<file path="src/rtl/flag_serializer.sv">
module flag_serializer #(
  parameter int NUM_FLAGS = 8,
  parameter int BIT_CYC   = 16,
  parameter int AUD_W     = 24
) (
  input  logic                 clk,
  input  logic                 rst_n,
  input  logic                 frame_stb,
  input  logic                 sync_dly,
  input  logic [NUM_FLAGS-2:0] status_i,
  input  logic                 ins_en,
  input  logic [AUD_W-1:0]     aud_i,
  output logic [AUD_W-1:0]     aud_o,
  output logic                 flag_pin
);
  localparam int IDX_W = $clog2(NUM_FLAGS);
  localparam int CNT_W = (BIT_CYC > 1) ? $clog2(BIT_CYC) : 1;
  localparam logic [CNT_W-1:0] CNT_LAST = CNT_W'(BIT_CYC - 1);
  localparam logic [IDX_W-1:0] IDX_LAST = IDX_W'(NUM_FLAGS - 1);

  logic [NUM_FLAGS-1:0] sreg_q;
  logic [IDX_W-1:0]     idx_q;
  logic [CNT_W-1:0]     cnt_q;
  logic                 busy_q;

  always_ff @(posedge clk or negedge rst_n) begin
    if (!rst_n) begin
      sreg_q <= '0;
      idx_q  <= '0;
      cnt_q  <= '0;
      busy_q <= 1'b0;
    end else if (frame_stb) begin
      sreg_q <= {sync_dly, status_i};
      idx_q  <= '0;
      cnt_q  <= '0;
      busy_q <= 1'b1;
    end else if (busy_q) begin
      if (cnt_q == CNT_LAST) begin
        cnt_q  <= '0;
        sreg_q <= sreg_q << 1;
        if (idx_q == IDX_LAST) busy_q <= 1'b0;
        else                   idx_q  <= idx_q + 1'b1;
      end else begin
        cnt_q <= cnt_q + 1'b1;
      end
    end
  end

  assign flag_pin = busy_q & sreg_q[NUM_FLAGS-1];
  assign aud_o    = ins_en ? {aud_i[AUD_W-1:1], flag_pin} : aud_i;
endmodule


</file>
<file path="config.mk">
export PLATFORM = sky130hd
export DESIGN_NAME = flag_serializer
export DESIGN_NICKNAME = d
export VERILOG_FILES = /design/src/rtl/flag_serializer.sv
export SDC_FILE = /design/constraint.sdc
export NUM_CORES = 1
export LEC_CHECK = 0
export ABC_CLOCK_PERIOD_IN_PS = 3300
export BUFFER_PORTS_ARGS = -buffer_cell sky130_fd_sc_hd__buf_2
export CELL_PAD_IN_SITES_DETAIL_PLACEMENT = 0
export CELL_PAD_IN_SITES_GLOBAL_PLACEMENT = 1
export CORE_MARGIN = 10
export CORE_UTILIZATION = 25
export DETAILED_ROUTE_END_ITERATION = 10
export GPL_ROUTABILITY_DRIVEN = 0
export PLACE_DENSITY_LB_ADDON = 0.1
export SLEW_MARGIN = 20
export SYNTH_ARGS = -nofsm -noshare
export SYNTH_HDL_FRONTEND = slang
export SYNTH_SLANG_ARGS = --single-unit
export TNS_END_PERCENT = 50
</file>
<file path="constraint.sdc">
create_clock -name clk -period 3.3 [get_ports clk]
set_clock_uncertainty 0.15 [all_clocks]
set_input_delay 0.495 -clock clk [delete_from_list [all_inputs] [get_ports clk]]
set_output_delay 0.495 -clock clk [all_outputs]
set_load 0.03 [all_outputs]
</file>
==> impl_metrics.json, run 1 <==
{
  "synth_edf_count": 0,
  "syn2layout_area_growth_pct": -1.511,
  "crit_family": "flip-flops",
  "via_per_inst": 4.460,
  "synthMuxAreaShare_pct": 13.35,
  "grt_pass1_vias": 640,
  "synthCells": 98,
  "grt_pass1_wl_microns": 3111,
  "ys_ff_latch": 16,
  "finalHoldViolations": 0,
  "worst_setup_path_start_kind": "register",
  "start_util_pct": 26.54,
  "die_area_sq_mm": 0.006896,
  "grt_use_total_pct": 5.504,
  "synth_top_area_cell": "dfrtp_1",
  "critPathMaxFanout": 7,
  "status": "finished, final reports clean",
  "antenna_left": 0,
  "pwr_density_cell_mw_per_mm2": 465.6,
  "ctsResizeCount": 0,
  "yosysUniqueCellTypes": 23,
  "grt_max_degree": 21,
  "cts_tree": "built",
  "num_vias": 611,
  "clkLatencyLatePin_ns": 0.25,
  "maxSlewHeadroom_pct": 57.90,
  "setup_violations": 0,
  "dominantRegCellSynth": "dfrtp_1",
  "clk_path_buf_depth": 2,
  "nets": 129,
  "fmax_mhz": 500.2,
  "grt_overflow_total": 0,
  "drc": 0,
  "worst-setup-path-type": "reg2out",
  "cts_sinks": 16,
  "numCtsBuffers": 3,
  "endpoint_kind": "output pin",
  "crit_slowest_cell": "dfrtp_1",
  "irDropWorstVdd_mv": 0.1712,
  "ios": 61,
  "crit_chain": "and2_1 > mux2_2 > buf_2",
  "die_w_microns": 83.04,
  "min_period_ns": 1.999,
  "hold_slack_ns": 0.003683,
  "htreeDepth": 1,
  "async_flop_share_pct": 100.0,
  "drv_slew": 0,
  "cts_root_buf": "clkbuf_8",
  "synth.most_common_cell": "buf_4",
  "synthDominantCellAreaShare_pct": 40.30,
  "min_path_type": "in2async",
  "postCtsHoldBufs": 0,
  "post_drt_wl_per_cell_microns": 13.12,
  "cap_viol_max_count": 0,
  "synth_top_family_by_area": "buffers and inverters",
  "synth_compound_area_share_pct": 8.942,
  "worstPathRequired_ns": 2.65,
  "cts.clk_slew.worst_paths_ns": 0.07,
  "syn_avg_cell_area_sq_um": 10.14,
  "synth_fa_ha_area_share_pct": 3.778,
  "cts_setup_buffers": 0,
  "worst_pin_slew_ns": 0.6316,
  "synth_area_sq_um": 993.5,
  "yosys_warnings": 0,
  "synthTopCellsByCount": "buf_4, dfrtp_1, mux2i_1",
  "totalWireLength_microns": 1798,
  "synth-simple-area-share_pct": 12.59,
  "drive_gt1_share_pct": 24.72,
  "synth_seq_area_share_pct": 40.30,
  "leakagePower_nw": 0.4533,
  "initialDrtViolationCount": 18,
  "critical_path_buf_inv_count": 1,
  "netlist_top_cells_area": "dfrtp_1, buf_4, mux2i_1",
  "tns_ns": 0,
  "critPathMaxStageDelay_ns": 0.48,
  "hpwl_microns": 1295,
  "coreArea_sq_mm": 0.003744,
  "row_count": 22,
  "diodes": 0,
  "place_inst": 133,
  "crit_arrival_ns": 1.35,
  "place.port_buffers": 14,
  "layout_worst_path_cycle_share_pct": 60.58,
  "antenna_found_initial": 0,
  "rsz0062_at_grt": "no",
  "rrSetupSlack_ns": 1.56,
  "drtPass1Iterations": 4,
  "die_y_microns": 83.04,
  "synth-xor-area-share_pct": 0.8816,
  "stdcell_count": 137,
  "synth_nets": 137
}
[cell families after synthesis]
group / Yosys count
XOR/XNOR: 1
AO/OA/AOI/OAI: 14
buffers and inverters: 27
multiplexers: 13
AND/OR/NAND/NOR: 24
flip-flops: 16
adder cells (fa/ha/maj): 3
[registers in the layout (all words and copies together) (netlist names)]
register / cells
busy_q: 1
sreg_q: 8
cnt_q: 4
idx_q: 3
[final timing paths]
path / endpoint / from / depth (start not counted)
max in group asynchronous: sreg_q[0] / rst_n / 1
min: cnt_q[1] / rst_n / 1
max reg2reg: sreg_q[4] / cnt_q[0] / 3
max: aud_o[0] / busy_q / 3
min in group clk: sreg_q[7] / sreg_q[7] / 2
min reg2reg: sreg_q[7] / sreg_q[7] / 2
[power by group]
group          internal, W  switching, W  leakage (nW)
logic            0.0000240     0.0000316         0.221
clock network     0.000106     0.0000727        0.0288
registers         0.000211     0.0000101         0.203
[routing by layer]
metal  vias to the layer above  share of wire (%)  routed length (microns)  track usage [%]
met4                         0                1.2                       21            2.154
met1                       294                 45                      814            5.905
met3                         4                7.6                      137            3.809
met5                         -                  0                        0                0
li1                        288                  -                        -                -
met2                        25                 46                      825            8.240
[placed cells by master (no fill, tap or decap), drive strengths merged, types with 2 or more instances in the layout]
cell,netlist,layout
ha,3,3
nor2,4,4
nand2,11,11
a21oi,2,2
mux2i,11,11
mux2,2,2
buf,27,14
clkbuf,0,4
dfrtp,16,16
o21ai,8,8
nand2b,4,4
[area by class of cell]
type | instances | area, sq um
multi-input cells | 55 | 392.9
repair buffers | 14 | 70.07
fillers | 418 | 2765
well taps | 48 | 60.06
flip-flops and latches | 16 | 400.4
clock buffers | 4 | 55.05
[stage by stage]
stage / instance area (sq um) / utilization (%) / worst slack (ns) / total power, W
floorplan: 993.5 / - / 1.531 / 0.0003146
global placement: 923.4 / 24.67 / 1.468 / 0.0002826
detailed placement: 923.4 / 24.67 / 1.419 / 0.0002831
CTS: 978.4 / 26.14 / 1.280 / 0.0004674
global route: 978.4 / 26.14 / 1.224 / 0.0004848
finish: 978.4 / 26.14 / 1.301 / 0.0004556
Note: power is estimated with default switching activity, not from simulation.
==> inputs of run 2 (changes only) <==
--- a/config.mk
+++ b/config.mk
@@ -5,7 +5,7 @@
 export SDC_FILE = /design/constraint.sdc
 export NUM_CORES = 1
 export LEC_CHECK = 0
-export ABC_CLOCK_PERIOD_IN_PS = 3300
+export ABC_CLOCK_PERIOD_IN_PS = 2050
 export BUFFER_PORTS_ARGS = -buffer_cell sky130_fd_sc_hd__buf_2
 export CELL_PAD_IN_SITES_DETAIL_PLACEMENT = 0
 export CELL_PAD_IN_SITES_GLOBAL_PLACEMENT = 1
==> constraint.sdc (replaced) <==
create_clock -name clk -period 2.05 [get_ports clk]
set_clock_uncertainty 0.15 [all_clocks]
set_input_delay 0.3075 -clock clk [delete_from_list [all_inputs] [get_ports clk]]
set_output_delay 0.3075 -clock clk [all_outputs]
set_load 0.03 [all_outputs]
==> impl_metrics.json, run 2 (synthesis results as in run 1) <==
{
  "worst_setup_path_start_kind": "register",
  "start_util_pct": 26.54,
  "placed_area_sq_um": 930.9,
  "crit_slowest_cell": "dfrtp_1",
  "worstReg2RegStart": "cnt_q[0]",
  "final_cell_mix": "dfrtp_1, buf_2, mux2i_1, nand2_1, o21ai_0",
  "drtPass1Iterations": 2,
  "critPathMaxStageDelay_ns": 0.48,
  "grt_pass1_wl_microns": 3270,
  "grt_use_total_pct": 5.711,
  "die_w_microns": 83.04,
  "fmax_mhz": 551.9,
  "nets": 131,
  "fin_util_pct": 26.60,
  "die_area_sq_mm": 0.006896,
  "worst-setup-path-type": "reg2out",
  "crit_path_start": "busy_q",
  "hold_slack_ns": 0.1316,
  "worst_pin_slew_ns": 0.4346,
  "cts.clk_slew.worst_paths_ns": 0.07,
  "syn2layout_area_growth_pct": 0.2518,
  "hpwl_microns": 1318,
  "p_clk_share_pct": 38.6,
  "num_vias": 595,
  "row_count": 22,
  "ios": 61,
  "critPathMaxFanout": 7,
  "cts_root_buf": "clkbuf_8",
  "status": "finished, final reports clean",
  "min-delay-start": "status_i[0]",
  "worstPathRequired_ns": 1.59,
  "endpoint_kind": "output pin",
  "layout_worst_path_cycle_share_pct": 88.38,
  "place.port_buffers": 14,
  "antenna_left": 0,
  "largest_reg_flops": 8,
  "min_period_ns": 1.812,
  "diodes": 0,
  "top_register": "sreg_q",
  "drv_slew": 0,
  "crit_chain": "and2_1 > mux2_2 > buf_2",
  "die_y_microns": 83.04,
  "setup_violations": 0,
  "drc": 0,
  "p_int_w": 0.0005517,
  "fin_area_sq_um": 996.0,
  "irDropWorstVdd_mv": 0.3293,
  "grt_overflow_total": 0,
  "tns_ns": 0,
  "power_frac_comb_pct": 12.7,
  "cts_sinks": 16,
  "coreArea_sq_mm": 0.003744,
  "maxSlewHeadroom_pct": 71.03,
  "crit_arrival_ns": 1.35,
  "rsz0062_at_grt": "no",
  "cap_viol_max_count": 0,
  "via_per_inst": 4.281,
  "totalWireLength_microns": 1800,
  "leakagePower_nw": 0.4623,
  "power_frac_seq_pct": 48.7,
  "ctsResizeCount": 0,
  "clkLatencyLatePin_ns": 0.25,
  "cts_tree": "built",
  "pwr_density_cell_mw_per_mm2": 735.0,
  "initialDrtViolationCount": 23,
  "drive_gt1_share_pct": 25.27,
  "grt_max_degree": 21,
  "reg.largest.list": "sreg_q x8, cnt_q x4, idx_q x3",
  "grt_pass1_vias": 663,
  "post_drt_wl_per_cell_microns": 12.95,
  "antenna_found_initial": 0,
  "min_path_type": "in2reg",
  "final_common_cell": "dfrtp_1",
  "clk_path_buf_depth": 2,
  "finalHoldViolations": 0,
  "htreeDepth": 1,
  "numCtsBuffers": 3,
  "switching_share_pct": 24.63,
  "switchingPower_w": 0.0001803
}
==> run 2: cell types whose count changed in the layout (fill, tap and decap cells not counted), sizes merged <==
cell and change:
buf +1, dlygate4sd3 +1
==> run 2: through the flow <==
step / total power (W) / instances / setup WS, ns
after global routing: 0.0007888 / 139 / 0.1408
after floorplan: 0.0005065 / 98 / 0.4325
after CTS: 0.0007570 / 139 / 0.2097
after global placement: 0.0004561 / 134 / 0.3648
after detailed placement: 0.0004576 / 134 / 0.3536
final: 0.0007321 / 139 / 0.2382
==> run 2: layout make-up <==
cell class / instances / area [sq um]
Sequential cell: 16 / 400.4
Fill cell: 421 / 2748
Timing Repair Buffer: 16 / 87.58
Multi-Input combinational cell: 55 / 392.9
Tap cell: 48 / 60.06
Clock buffer: 4 / 55.05
==> run 2: per-layer routing <==
layer	GRT usage, %	up-vias	part of all wire (%)
met3	3.418	4	8.2
li1	-	296	-
met5	0	-	0
met4	2.615	0	1.2
met2	8.450	23	44
met1	6.379	272	47
==> run 2: worst paths after layout <==
kind	cells past startpoint	slack, ns	to
max reg2reg	4	0.37	idx_q[0]
max in group asynchronous	2	1.12	cnt_q[3]
min	2	0.13	sreg_q[0]
max	3	0.24	aud_o[0]
min in group asynchronous	2	0.36	cnt_q[1]
min reg2reg	2	0.32	sreg_q[7]
==> run 2: repair_timing <==
item                       CTS  global route
hold endpoints to repair    16             0
setup buffers                0             0
setup endpoints to repair    0             0
hold buffers                 1             0
==> run 2: worst max-delay path: cells and delay by family (launching register included) <==
kind                   cells  cell delay, ns
and+or+nand+nor            1            0.19
muxes                      1            0.25
buffers and inverters      1            0.18
DFF                        1            0.48
==> run 2: power groups by stage <==
| stage | Sequential [W] | Combinational (W) | Clock [W] |
|---|---|---|---|
| global route | 0.000361 | 0.000109 | 0.000319 |
| CTS | 0.000357 | 0.0000967 | 0.000304 |
| global placement | 0.000362 | 0.0000940 | 0 |
| detailed placement | 0.000362 | 0.0000951 | 0 |
| floorplan | 0.000358 | 0.000148 | 0 |
| finish | 0.000356 | 0.0000931 | 0.000283 |
